--- src/rtl/exc_entry_pkg.sv ---
package exc_entry_pkg;
    parameter int XLEN   = 32;
    parameter int CODE_W = 12;
    parameter int LVL_W  = 4;

    localparam int BIT_BL   = 28;
    localparam int BIT_RB   = 29;
    localparam int BIT_MD   = 30;
    localparam int BIT_FD   = 15;
    localparam int MASK_LO  = 4;
    localparam int MASK_HI  = MASK_LO + LVL_W - 1;

    localparam logic [CODE_W-1:0] C_POWER   = CODE_W'(12'h000);
    localparam logic [CODE_W-1:0] C_MANUAL  = CODE_W'(12'h020);
    localparam logic [CODE_W-1:0] C_MULTI   = CODE_W'(12'h140);
    localparam logic [CODE_W-1:0] C_MISS_RD = CODE_W'(12'h040);
    localparam logic [CODE_W-1:0] C_MISS_WR = CODE_W'(12'h060);
    localparam logic [CODE_W-1:0] C_TRAP    = CODE_W'(12'h160);
    localparam logic [CODE_W-1:0] C_BYPASS  = CODE_W'(12'h1E0);

    localparam logic [XLEN-1:0] RESET_TARGET = XLEN'(32'hA000_0000);
    localparam logic [XLEN-1:0] OFS_GENERAL  = XLEN'(32'h100);
    localparam logic [XLEN-1:0] OFS_MISS     = XLEN'(32'h400);
    localparam logic [XLEN-1:0] OFS_IRQ      = XLEN'(32'h600);
    localparam logic [XLEN-1:0] PC_STEP      = XLEN'(2);

    typedef enum logic [1:0] {
        ENTER_NONE = 2'd0,
        ENTER_EXC  = 2'd1,
        ENTER_IRQ  = 2'd2
    } enter_kind_e;

    typedef struct packed {
        enter_kind_e        kind;
        logic [CODE_W-1:0]  code;
    } decision_t;

    typedef struct packed {
        logic [XLEN-1:0] pc;
        logic [XLEN-1:0] sr;
        logic [XLEN-1:0] spc;
    } entry_t;

    function automatic logic is_reset_class(input logic [CODE_W-1:0] c);
        return (c == C_POWER) || (c == C_MANUAL) || (c == C_MULTI);
    endfunction

    function automatic logic is_miss_class(input logic [CODE_W-1:0] c);
        return (c == C_MISS_RD) || (c == C_MISS_WR);
    endfunction
endpackage

--- src/rtl/exc_select.sv ---
module exc_select
    import exc_entry_pkg::*;
(
    input  logic              take,
    input  logic              exc_pending,
    input  logic [CODE_W-1:0] exc_code,
    input  logic              irq_req,
    input  logic [LVL_W-1:0]  irq_level,
    input  logic              blocked,
    input  logic [LVL_W-1:0]  imask,
    input  logic              sleep_in,
    output decision_t         dec
);
    logic irq_ok;

    assign irq_ok = irq_req && (!blocked || sleep_in) && (irq_level > imask);

    always_comb begin
        dec.kind = ENTER_NONE;
        dec.code = exc_code;
        if (take) begin
            if (exc_pending) begin
                dec.kind = ENTER_EXC;
                if (blocked && exc_code != C_BYPASS) begin
                    dec.code = C_POWER;
                end
            end else if (irq_ok) begin
                dec.kind = ENTER_IRQ;
            end
        end
    end
endmodule

--- src/rtl/exc_state_calc.sv ---
module exc_state_calc
    import exc_entry_pkg::*;
(
    input  decision_t       dec,
    input  logic [XLEN-1:0] sr_in,
    input  logic [XLEN-1:0] pc_in,
    input  logic [XLEN-1:0] vbr_in,
    input  logic            in_slot,
    output entry_t          nxt
);
    logic [XLEN-1:0] spc_base;
    logic [XLEN-1:0] sr_base;

    assign spc_base = in_slot ? (pc_in - PC_STEP) : pc_in;

    always_comb begin
        sr_base         = sr_in;
        sr_base[BIT_BL] = 1'b1;
        sr_base[BIT_MD] = 1'b1;
        sr_base[BIT_RB] = 1'b1;
    end

    always_comb begin
        nxt.sr  = sr_base;
        nxt.spc = spc_base;
        nxt.pc  = vbr_in + OFS_GENERAL;
        if (dec.kind == ENTER_IRQ) begin
            nxt.pc = vbr_in + OFS_IRQ;
        end else if (is_reset_class(dec.code)) begin
            nxt.pc                   = RESET_TARGET;
            nxt.sr[BIT_FD]           = 1'b0;
            nxt.sr[MASK_HI:MASK_LO]  = '1;
        end else if (is_miss_class(dec.code)) begin
            nxt.pc = vbr_in + OFS_MISS;
        end else if (dec.code == C_TRAP) begin
            nxt.spc = spc_base + PC_STEP;
        end
    end
endmodule

--- src/rtl/exc_entry_seq.sv ---
module exc_entry_seq
    import exc_entry_pkg::*;
(
    input  logic              clk,
    input  logic              rst,
    input  logic              take,
    input  logic              exc_pending,
    input  logic [CODE_W-1:0] exc_code,
    input  logic              irq_req,
    input  logic [CODE_W-1:0] irq_vector,
    input  logic [LVL_W-1:0]  irq_level,
    input  logic [XLEN-1:0]   sr_in,
    input  logic [XLEN-1:0]   pc_in,
    input  logic [XLEN-1:0]   r15_in,
    input  logic [XLEN-1:0]   vbr_in,
    input  logic              dslot_uncond,
    input  logic              dslot_cond,
    input  logic              sleep_in,
    output logic [XLEN-1:0]   pc_out,
    output logic [XLEN-1:0]   sr_out,
    output logic [XLEN-1:0]   ssr_out,
    output logic [XLEN-1:0]   spc_out,
    output logic [XLEN-1:0]   sgr_out,
    output logic [CODE_W-1:0] expevt_out,
    output logic [CODE_W-1:0] intevt_out,
    output logic              entered,
    output logic              dslot_clear,
    output logic              wake
);
    decision_t dec;
    entry_t    nxt;
    logic      in_slot;
    logic      accept;

    assign in_slot = dslot_uncond | dslot_cond;
    assign accept  = (dec.kind != ENTER_NONE);

    exc_select u_select (
        .take        (take),
        .exc_pending (exc_pending),
        .exc_code    (exc_code),
        .irq_req     (irq_req),
        .irq_level   (irq_level),
        .blocked     (sr_in[BIT_BL]),
        .imask       (sr_in[MASK_HI:MASK_LO]),
        .sleep_in    (sleep_in),
        .dec         (dec)
    );

    exc_state_calc u_calc (
        .dec     (dec),
        .sr_in   (sr_in),
        .pc_in   (pc_in),
        .vbr_in  (vbr_in),
        .in_slot (in_slot),
        .nxt     (nxt)
    );

    always_ff @(posedge clk) begin
        if (rst) begin
            pc_out      <= '0;
            sr_out      <= '0;
            ssr_out     <= '0;
            spc_out     <= '0;
            sgr_out     <= '0;
            expevt_out  <= '0;
            intevt_out  <= '0;
            entered     <= 1'b0;
            dslot_clear <= 1'b0;
            wake        <= 1'b0;
        end else begin
            entered     <= accept;
            dslot_clear <= accept & in_slot;
            wake        <= accept & sleep_in;
            if (accept) begin
                pc_out  <= nxt.pc;
                sr_out  <= nxt.sr;
                spc_out <= nxt.spc;
                ssr_out <= sr_in;
                sgr_out <= r15_in;
                if (dec.kind == ENTER_EXC) begin
                    expevt_out <= dec.code;
                end else begin
                    intevt_out <= irq_vector;
                end
            end
        end
    end
endmodule

--- config.mk ---
export PLATFORM = sky130hd
export DESIGN_NAME = exc_entry_seq
export DESIGN_NICKNAME = d
export VERILOG_FILES = /design/src/rtl/exc_entry_pkg.sv /design/src/rtl/exc_select.sv /design/src/rtl/exc_state_calc.sv /design/src/rtl/exc_entry_seq.sv
export SDC_FILE = /design/constraint.sdc
export NUM_CORES = 1
export LEC_CHECK = 0
export ABC_CLOCK_PERIOD_IN_PS = 3000
export BUFFER_PORTS_ARGS = -buffer_cell sky130_fd_sc_hd__buf_2
export CELL_PAD_IN_SITES_DETAIL_PLACEMENT = 0
export CELL_PAD_IN_SITES_GLOBAL_PLACEMENT = 1
export CORE_ASPECT_RATIO = 1.2
export CORE_UTILIZATION = 30
export DETAILED_ROUTE_END_ITERATION = 10
export PLACE_DENSITY = 0.78
export SLEW_MARGIN = 20
export SYNTH_ARGS = -nofsm -noshare
export SYNTH_HDL_FRONTEND = slang
export SYNTH_SLANG_ARGS = --single-unit
--- constraint.sdc ---
create_clock -name clk -period 3 [get_ports clk]
set_input_delay 0.3 -clock clk [delete_from_list [all_inputs] [get_ports clk]]
set_output_delay 0.3 -clock clk [all_outputs]
set_load 0.005 [all_outputs]
==> results of run 1 <==
==> report_power, final <==
group	switching (µW)	internal [µW]
registers	65.1	2260
clock network	1010	1170
logic	547	399
==> registers in the layout (all words and copies together), names as in the netlist <==
signal       flops
dslot_clear      1
entered          1
wake             1
ssr_out          8
sgr_out         32
sr_out          30
expevt_out      12
spc_out         32
pc_out          32
intevt_out      12
==> critical path: stages <==
cell,delay [ps]
buf_2,120
o21bai_1,150
buf_4,150
or3_1,340
a2111oi_0,770
buf_4,230
o22ai_1,150
nor2_4,240
nand4b_1,130
or3_1,310
a32o_1,240
==> final timing paths <==
check,cells past startpoint,to
max,11,spc_out[29]
min,2,pc_out[7]
max reg2reg,2,pc_out[15]
min reg2reg,2,ssr_out[28]
==> synth_stat cells (6+ instances only) <==
cell type / number
a21oi_1: 133
a22oi_1: 12
buf_4: 26
nand2_1: 238
inv_1: 17
nor3_1: 35
dfxtp_1: 161
xor2_1: 21
ha_1: 11
nor4_1: 26
clkbuf_1: 61
xnor2_1: 44
nor2_1: 88
nand4b_1: 7
nor2b_1: 6
o21ai_0: 31
nand3_1: 42
and4_1: 7
nand4_1: 25
and2_1: 8
mux2i_1: 8
a22o_1: 15
a31oi_1: 7
or3_1: 12
a211oi_1: 8
==> per-layer routing <==
layer  vias to the layer above  track usage  wire length, µm
met2                       330        0.402            17500
met3                        43       0.0440             2160
met4                         4       0.0740              759
met5                         -            0               25
met1                      4538        0.244            13300
li1                       4813            -                -
==> area by class of cell <==
type,count,area [µm²]
timing repair buffer,436,2440
antenna,4,10.0
sequential,161,3220
fill,3050,17000
tap,385,482
inverter,17,63.8
clock buffer,17,425
multi-input combinational,887,5100
clock inverter,15,148
==> per-stage QoR <==
step,setup WS (ps),cell area (µm²),instances,TNS (ps)
global route,164,11900,1919,0
floorplan,264,8830,1161,0
global placement,-194,11300,1886,-838
detailed placement,-192,11300,1886,-849
CTS,264,11900,1918,0
finish,175,11900,1922,0
==> cell families (layout without fill, tap and decap cells) <==
family	Yosys count	count (layout)	synth area share
AOI/OAI and AO/OA	261	261	0.185
xor gates and xnor gates	65	65	0.0645
adders and majority gates	11	11	0.0156
buffers and inverters	113	485	0.0604
DFF	161	161	0.365
muxes	9	9	0.0103
other	0	4	0
and+or+nand+nor	541	541	0.299
==> results.cfg, run 1 <==
[clock_tree]
numCtsBuffers = 17
post_cts.repair.setup_buffers = 0
cts_max_path_buffers = 2
tritoncts = yes
htree_levels = 4
cts_hold_buf = 0
cts_num_sinks = 161
cts_resized = 0
clk_latency_ps = 420
clkSlewWorstSetupHoldPaths_ps = 70
cts_root_buffer = clkbuf_16

[routing]
viasPerCell = 5.06
dr_total_vias = 9728
ant_nets = 0
dr.pass1.iters = 4
wl_per_cell_um = 17.5
drtIter0Drc = 578
routed_wl_mm = 33.7
post-route-drc-count = 0

[grt]
antenna_found_initial = 6
grt_pass1_vias = 8896
overflow = 0
grt_max_degree = 130
globalRouteTotalUtil = 0.218
grt_pass1_wl_mm = 49.9

[final_layout]
final_common_cell = buf_2
areaGrowthSynthToFinish_pct = 34.7
drive_gt1_frac = 0.327
layout_common_cells = 349 x buf_2, 237 x nand2_1, 161 x dfxtp_1
nets = 1695
postLayoutCoreUtil = 0.412

[die]
dieWidth_um = 159
chipHeight_um = 190
start_util = 0.306
coreArea_mm2 = 0.0288
dieArea_mm2 = 0.0301
row_count = 68
io_pins = 351

[synth]
synth_flop_cell = dfxtp_1
async_flop_share = 0
synth.avg_cell_area_um2 = 7.60
ys_seq_elements = 161
synth_edf_count = 0
yosysTopAreaCell = dfxtp_1
netlist_instances = 1161
synth.distinct_cells = 80
synth_area_leaders = dfxtp_1 37%, nand2_1 10%, a21oi_1 7.5%
yosys.area.top_type_share = 0.365
synth_warnings = 0
seq_area_frac_synth = 0.365
syn-num-nets = 1336
mappedNetlistArea_mm2 = 0.00883

[pwr]
powerDensity_mw_per_mm2 = 458
cellLeakagePower_uw = 0.00518
vdd_drop_max_mv = 0.289
power.total_uw = 5450

[timing]
slew_violations = 0
whs_ps = 88.9
final-hold-violation-count = 0
max_freq_mhz = 354
rsz0062_at_grt = false
fin_crit_sh = 0.942
worst_pin_slew_ps = 828
finalSetupViolations = 0
min_period_ps = 2830
skew_ps = 0
slew-limit-headroom = 0.434

[status]
run_status = finished clean

[critical_path]
critPathLaunchType = input port
crit_required_ps = 3320
r2r_slack_ps = 2120
worstPathMaxFanout = 8
crit_type = input port to flip-flop
critical_path.startpoint = pc_in[1]
timing.rr.start = pc_out[15]
cp-end-kind = flip-flop
cp_data_arrival_time_ps = 3150

[hold_path]
hold_start = vbr_in[7]
min_path_type = input port to flip-flop

[place]
hpwl_mm = 26.1
gp_congestion = 0.933
numPortBuffers = 350

[flow_run]
cap_violations = 0
(Power assumes the default switching activity.)
==> inputs of run 2 (changes only) <==
Settings changed: ABC_CLOCK_PERIOD_IN_PS 3000 to 3200, MAX_ROUTING_LAYER from default to met4, TNS_END_PERCENT from default to 5.
Clock period 3 ns to 3.2 ns, I/O delays scaled along.
==> run 2 against run 1 <==
- via count fell by 1.0%
- largest cell class unchanged
- largest power group is now the clock network
- flip-flop and latch count did not move
- core utilization decreased by 0.74 points
- highest routed layer is now met4
- worst setup slack improved by 210 ps
==> results.cfg, run 2 (synthesis results as in run 1) <==
[pwr]
powerDensity_mw_per_mm2 = 454
power.total_uw = 5300
pwr-share-seq = 0.411
power.internal_uw = 3810
pwr-share-clk = 0.425
cellLeakagePower_uw = 0.00503
vdd_drop_max_mv = 0.273
switchingPower_uw = 1500
pwr-share-comb = 0.164
swShare = 0.283

[critical_path]
r2r_slack_ps = 2360
worstPathMaxFanout = 9
ff2ff_path_depth = 2
critPathLaunchType = input port
r2r_end = pc_out[15]
cp-end-kind = flip-flop
timing.rr.start = pc_out[15]
crit_type = input port to flip-flop
cp_data_arrival_time_ps = 3140
crit_required_ps = 3520

[clock_tree]
cts_hold_buf = 0
numCtsBuffers = 17
clk_latency_ps = 430
cts_max_path_buffers = 2
post_cts.repair.setup_buffers = 0
htree_levels = 4
cts_resized = 0
cts_root_buffer = clkbuf_16
tritoncts = yes
clkSlewWorstSetupHoldPaths_ps = 70
cts_num_sinks = 161

[timing]
fin_crit_sh = 0.880
min_period_ps = 2820
worst_pin_slew_ps = 977
finalSetupViolations = 0
fin_setup_tns_ps = 0
rsz0062_at_grt = false
slew_violations = 0
skew_ps = 0
post-route-worst-setup-slack_ps = 384
final-hold-violation-count = 0
max_freq_mhz = 355
slew-limit-headroom = 0.349

[routing]
drtIter0Drc = 687
routed_wl_mm = 34.1
dr.pass1.iters = 5
post-route-drc-count = 0
dr_total_vias = 9631
ant_nets = 0
wl_per_cell_um = 18.1
viasPerCell = 5.10

[grt]
antenna_found_initial = 6
globalRouteTotalUtil = 0.229
grt_pass1_wl_mm = 50.6
grt_pass1_vias = 8867
grt_max_degree = 86
overflow = 0

[place]
numPortBuffers = 350
gp_congestion = 0.968
dp_slack_ps = -0.0258
hpwl_mm = 26.3

[die]
coreArea_mm2 = 0.0288
dieWidth_um = 159
io_pins = 351
chipHeight_um = 190
start_util = 0.306
row_count = 68
dieArea_mm2 = 0.0301

[flow_run]
cap_violations = 0

[final_layout]
final_common_cell = buf_2
drive_gt1_frac = 0.311
top_regs = pc_out: 32 flops, sgr_out: 32 flops, spc_out: 32 flops
nets = 1660
nFillCells = 3050
layout_common_cells = 349 x buf_2, 237 x nand2_1, 161 x dfxtp_1
postLayoutCoreUtil = 0.405
areaGrowthSynthToFinish_pct = 32.3

[hold_path]
min_to = pc_out[1]
holdPathStages = 2
hold_start = vbr_in[1]
min_path_type = input port to flip-flop

[status]
run_status = finished clean
==> run 2: worst max-delay path by stage <==
stage,from,to,slack [ps],depth (start not counted)
final,pc_in[3],spc_out[29],380,9
after global routing,pc_in[3],spc_out[29],140,9
after CTS,pc_in[3],spc_out[29],450,9
after detailed placement,pc_in[3],spc_out[29],-0.03,9
after global placement,pc_in[3],spc_out[29],-8,9
after floorplan,pc_in[2],spc_out[29],440,10
==> run 2: per-stage QoR <==
| step | cells | hold WS (ps) | area, µm² |
|---|---|---|---|
| after CTS | 1883 | 75.7 | 11700 |
| after global placement | 1851 | 435 | 11000 |
| after global routing | 1889 | 78.8 | 11700 |
| final | 1889 | 97.6 | 11700 |
| after floorplan | 1161 | 442 | 8830 |
| after detailed placement | 1851 | 441 | 11000 |
==> run 2: cell type report <==
type / count / area [µm²] / share of cell area
Multi-Input combinational cell: 887 / 5100 / 0.437
Sequential cell: 161 / 3220 / 0.276
Timing Repair Buffer: 401 / 2150 / 0.184
Tap cell: 385 / 482 / 0.0413
Clock buffer: 17 / 425 / 0.0364
Clock inverter: 15 / 218 / 0.0186
Inverter: 17 / 63.8 / 0.00546
Antenna cell: 6 / 15.0 / 0.00129
==> run 2: layer usage <==
metal,vias to the layer above,share of wire,track usage
li1,4744,-,-
met1,4494,0.39,0.252
met2,345,0.52,0.401
met3,48,0.064,0.0474
met4,0,0.027,0.0869
met5,-,0,-
==> run 2: power by group through the flow <==
stage               clock, µW  sequential, µW  combinational, µW
global route             2400            2200                965
detailed placement          0            2230                872
global placement            0            2220                868
floorplan                   0            2230                438
finish                   2260            2180                870
CTS                      2320            2180                876
==> run 2: worst max-delay path, stage by stage <==
cell and delay (ps):
buf_2 150, or2_0 290, or3_1 340, a2111oi_0 730, o22ai_1 320, nor2_4 270
nand4b_1 150, or3_1 330, a32o_1 240
==> inputs of run 3 (changes only) <==
==> constraint.sdc (replaced) <==
create_clock -name clk -period 3.2 [get_ports clk]
set_input_delay 0.16 -clock clk [delete_from_list [all_inputs] [get_ports clk]]
set_output_delay 0.16 -clock clk [all_outputs]
set_load 0.005 [all_outputs]
==> run 3 against run 2 <==
- non-clock buffer count is 80 higher
- die area unchanged
- first-iteration DRC count decreased by 6.7%
- clock skew stayed put
- clock-buffer cell count did not move
- clock power fell by 8%
- sequential share of layout area fell by 1.8 points
- total power down 1.3%
- final cell count increased by 4.3%
- flip-flop and latch count is the same
- global-route usage is 0.81 points higher
- wire length increased by 3.6%
- critical path type unchanged
==> results.cfg, run 3 (synthesis results as in run 1) <==
[critical_path]
critPathLaunchType = input port
crit_required_ps = 3570
worstPathMaxFanout = 6
cp_slowest_stage_delay_ps = 560
r2r_slack_ps = 2360
path_cells = dlygate4sd3_1 -> buf_2 -> or4_4 -> nor4_2 -> nand2_1 -> nor3_2 -> buf_4 -> nand4b_1 -> or4_1 -> nand3_1
cp_data_arrival_time_ps = 3320
r2r_end = pc_out[15]
cp_slowest_cell = or4_4
cp-end-kind = flip-flop
timing.rr.start = pc_out[15]
crit_type = input port to flip-flop
ff2ff_path_depth = 2

[timing]
min_period_ps = 2940
slew_violations = 0
slew-limit-headroom = 0.361
skew_ps = 0
fin_crit_sh = 0.919
final-hold-violation-count = 0
finalSetupViolations = 0
worst_pin_slew_ps = 959
fin_setup_tns_ps = 0
rsz0062_at_grt = false
max_freq_mhz = 340

[pwr]
power.internal_uw = 3720
pwr-share-clk = 0.400
pwr-share-seq = 0.416
pwr-share-comb = 0.183
switchingPower_uw = 1520
cellLeakagePower_uw = 0.00534
swShare = 0.290
powerDensity_mw_per_mm2 = 419
vdd_drop_max_mv = 0.243
power.total_uw = 5240

[hold_path]
hold_start = sr_in[5]
min_path_type = input port to flip-flop
holdPathStages = 3
min_to = ssr_out[5]

[grt]
grt_pass1_wl_mm = 53.1
globalRouteTotalUtil = 0.237
grt_pass1_vias = 9478
antenna_found_initial = 7
overflow = 0
grt_max_degree = 130

[clock_tree]
htree_levels = 4
clk_latency_ps = 430
cts_num_sinks = 161
numCtsBuffers = 17
clkSlewWorstSetupHoldPaths_ps = 80
cts_max_path_buffers = 2
tritoncts = yes
cts_root_buffer = clkbuf_16

[final_layout]
nets = 1740
postLayoutCoreUtil = 0.433
drive_gt1_frac = 0.289
nFillCells = 2928
seq_area_mm2 = 0.00322
areaGrowthSynthToFinish_pct = 41.6
final_common_cell = buf_2
layout_common_cells = 349 x buf_2, 237 x nand2_1, 161 x dfxtp_1
fin_cells = 1970
multi_input_area_mm2 = 0.00511
top_regs = pc_out: 32 flops, sgr_out: 32 flops, spc_out: 32 flops

[die]
io_pins = 351
dieWidth_um = 159
coreArea_mm2 = 0.0288
start_util = 0.306
dieArea_mm2 = 0.0301
row_count = 68
chipHeight_um = 190

[status]
run_status = finished clean

[routing]
routed_wl_mm = 35.4
dr_total_vias = 9938
drtIter0Drc = 641
ant_nets = 0
viasPerCell = 5.04
post-route-drc-count = 0
wl_per_cell_um = 18.0
dr.pass1.iters = 5

[place]
gp_congestion = 0.989
numPortBuffers = 350
dp.cells = 1841
hpwl_mm = 25.9

[flow_run]
cap_violations = 0
run 3: cell types whose count changed in the layout (fill, tap and decap cells not counted):
| cell | change |
|---|---|
| dlygate4sd3_1 | +90 |
| buf_4 | -13 |
| buf_12 | +3 |
| bufinv_16 | -2 |
| clkinvlp_4 | +2 |
| a211oi_2 | -1 |
| a211oi_4 | +1 |
| diode_2 | +1 |
| inv_6 | +1 |
| inv_8 | -1 |
run 3: worst max-delay path by stage:
stage | to | from | cells after the start
after global routing | pc_out[28] | exc_code[3] | 11
after floorplan | spc_out[29] | pc_in[2] | 10
after detailed placement | spc_out[16] | pc_in[2] | 11
after CTS | pc_out[31] | exc_code[2] | 9
after global placement | spc_out[29] | pc_in[2] | 11
final | spc_out[16] | exc_code[3] | 10
run 3: area by class of cell:
cell class	count	area share
multi-input combinational	887	0.409
sequential	161	0.258
antenna	7	0.00140
inverter	17	0.00510
clock buffer	17	0.0340
tap	385	0.0385
timing repair buffer	481	0.241
clock inverter	15	0.0136
run 3: timing repair:
| action | in CTS | in global routing |
|---|---|---|
| buffers inserted | 0 | 0 |
| hold endpoints to repair | 91 | 0 |
| endpoints found under the setup margin | 0 | 3 |
| hold buffers | 90 | 0 |
| resized for setup | 0 | 1 |
run 3: stage by stage:
step           area, µm²  setup slack [ps]  hold WS [ps]
2_1_floorplan       8830               604           282
3_5_place_dp       11000               214           374
6_report           12500               259          23.2
4_1_cts            12500               185         0.990
3_3_place_gp       11000               305           373
5_1_grt            12500              86.9          4.30
run 3: critical path, delay by kind of cell:
| family | cells | cell delay (ps) |
|---|---|---|
| buffers and inverters | 3 | 890 |
| AND/OR/NAND/NOR | 7 | 2260 |
run 3: metal layers:
layer	wire (µm)	global-route usage	vias up
li1	-	-	4909
met1	13700	0.254	4607
met2	18200	0.416	355
met3	2320	0.0501	67
met4	1180	0.105	0
met5	0	-	-
run 3: power groups by stage:
stage / Sequential, µW / Combinational [µW] / Clock, µW
after floorplan: 2230 / 438 / 0
after global placement: 2220 / 866 / 0
after detailed placement: 2230 / 873 / 0
after CTS: 2180 / 963 / 2170
after global routing: 2200 / 1060 / 2260
final: 2180 / 960 / 2090
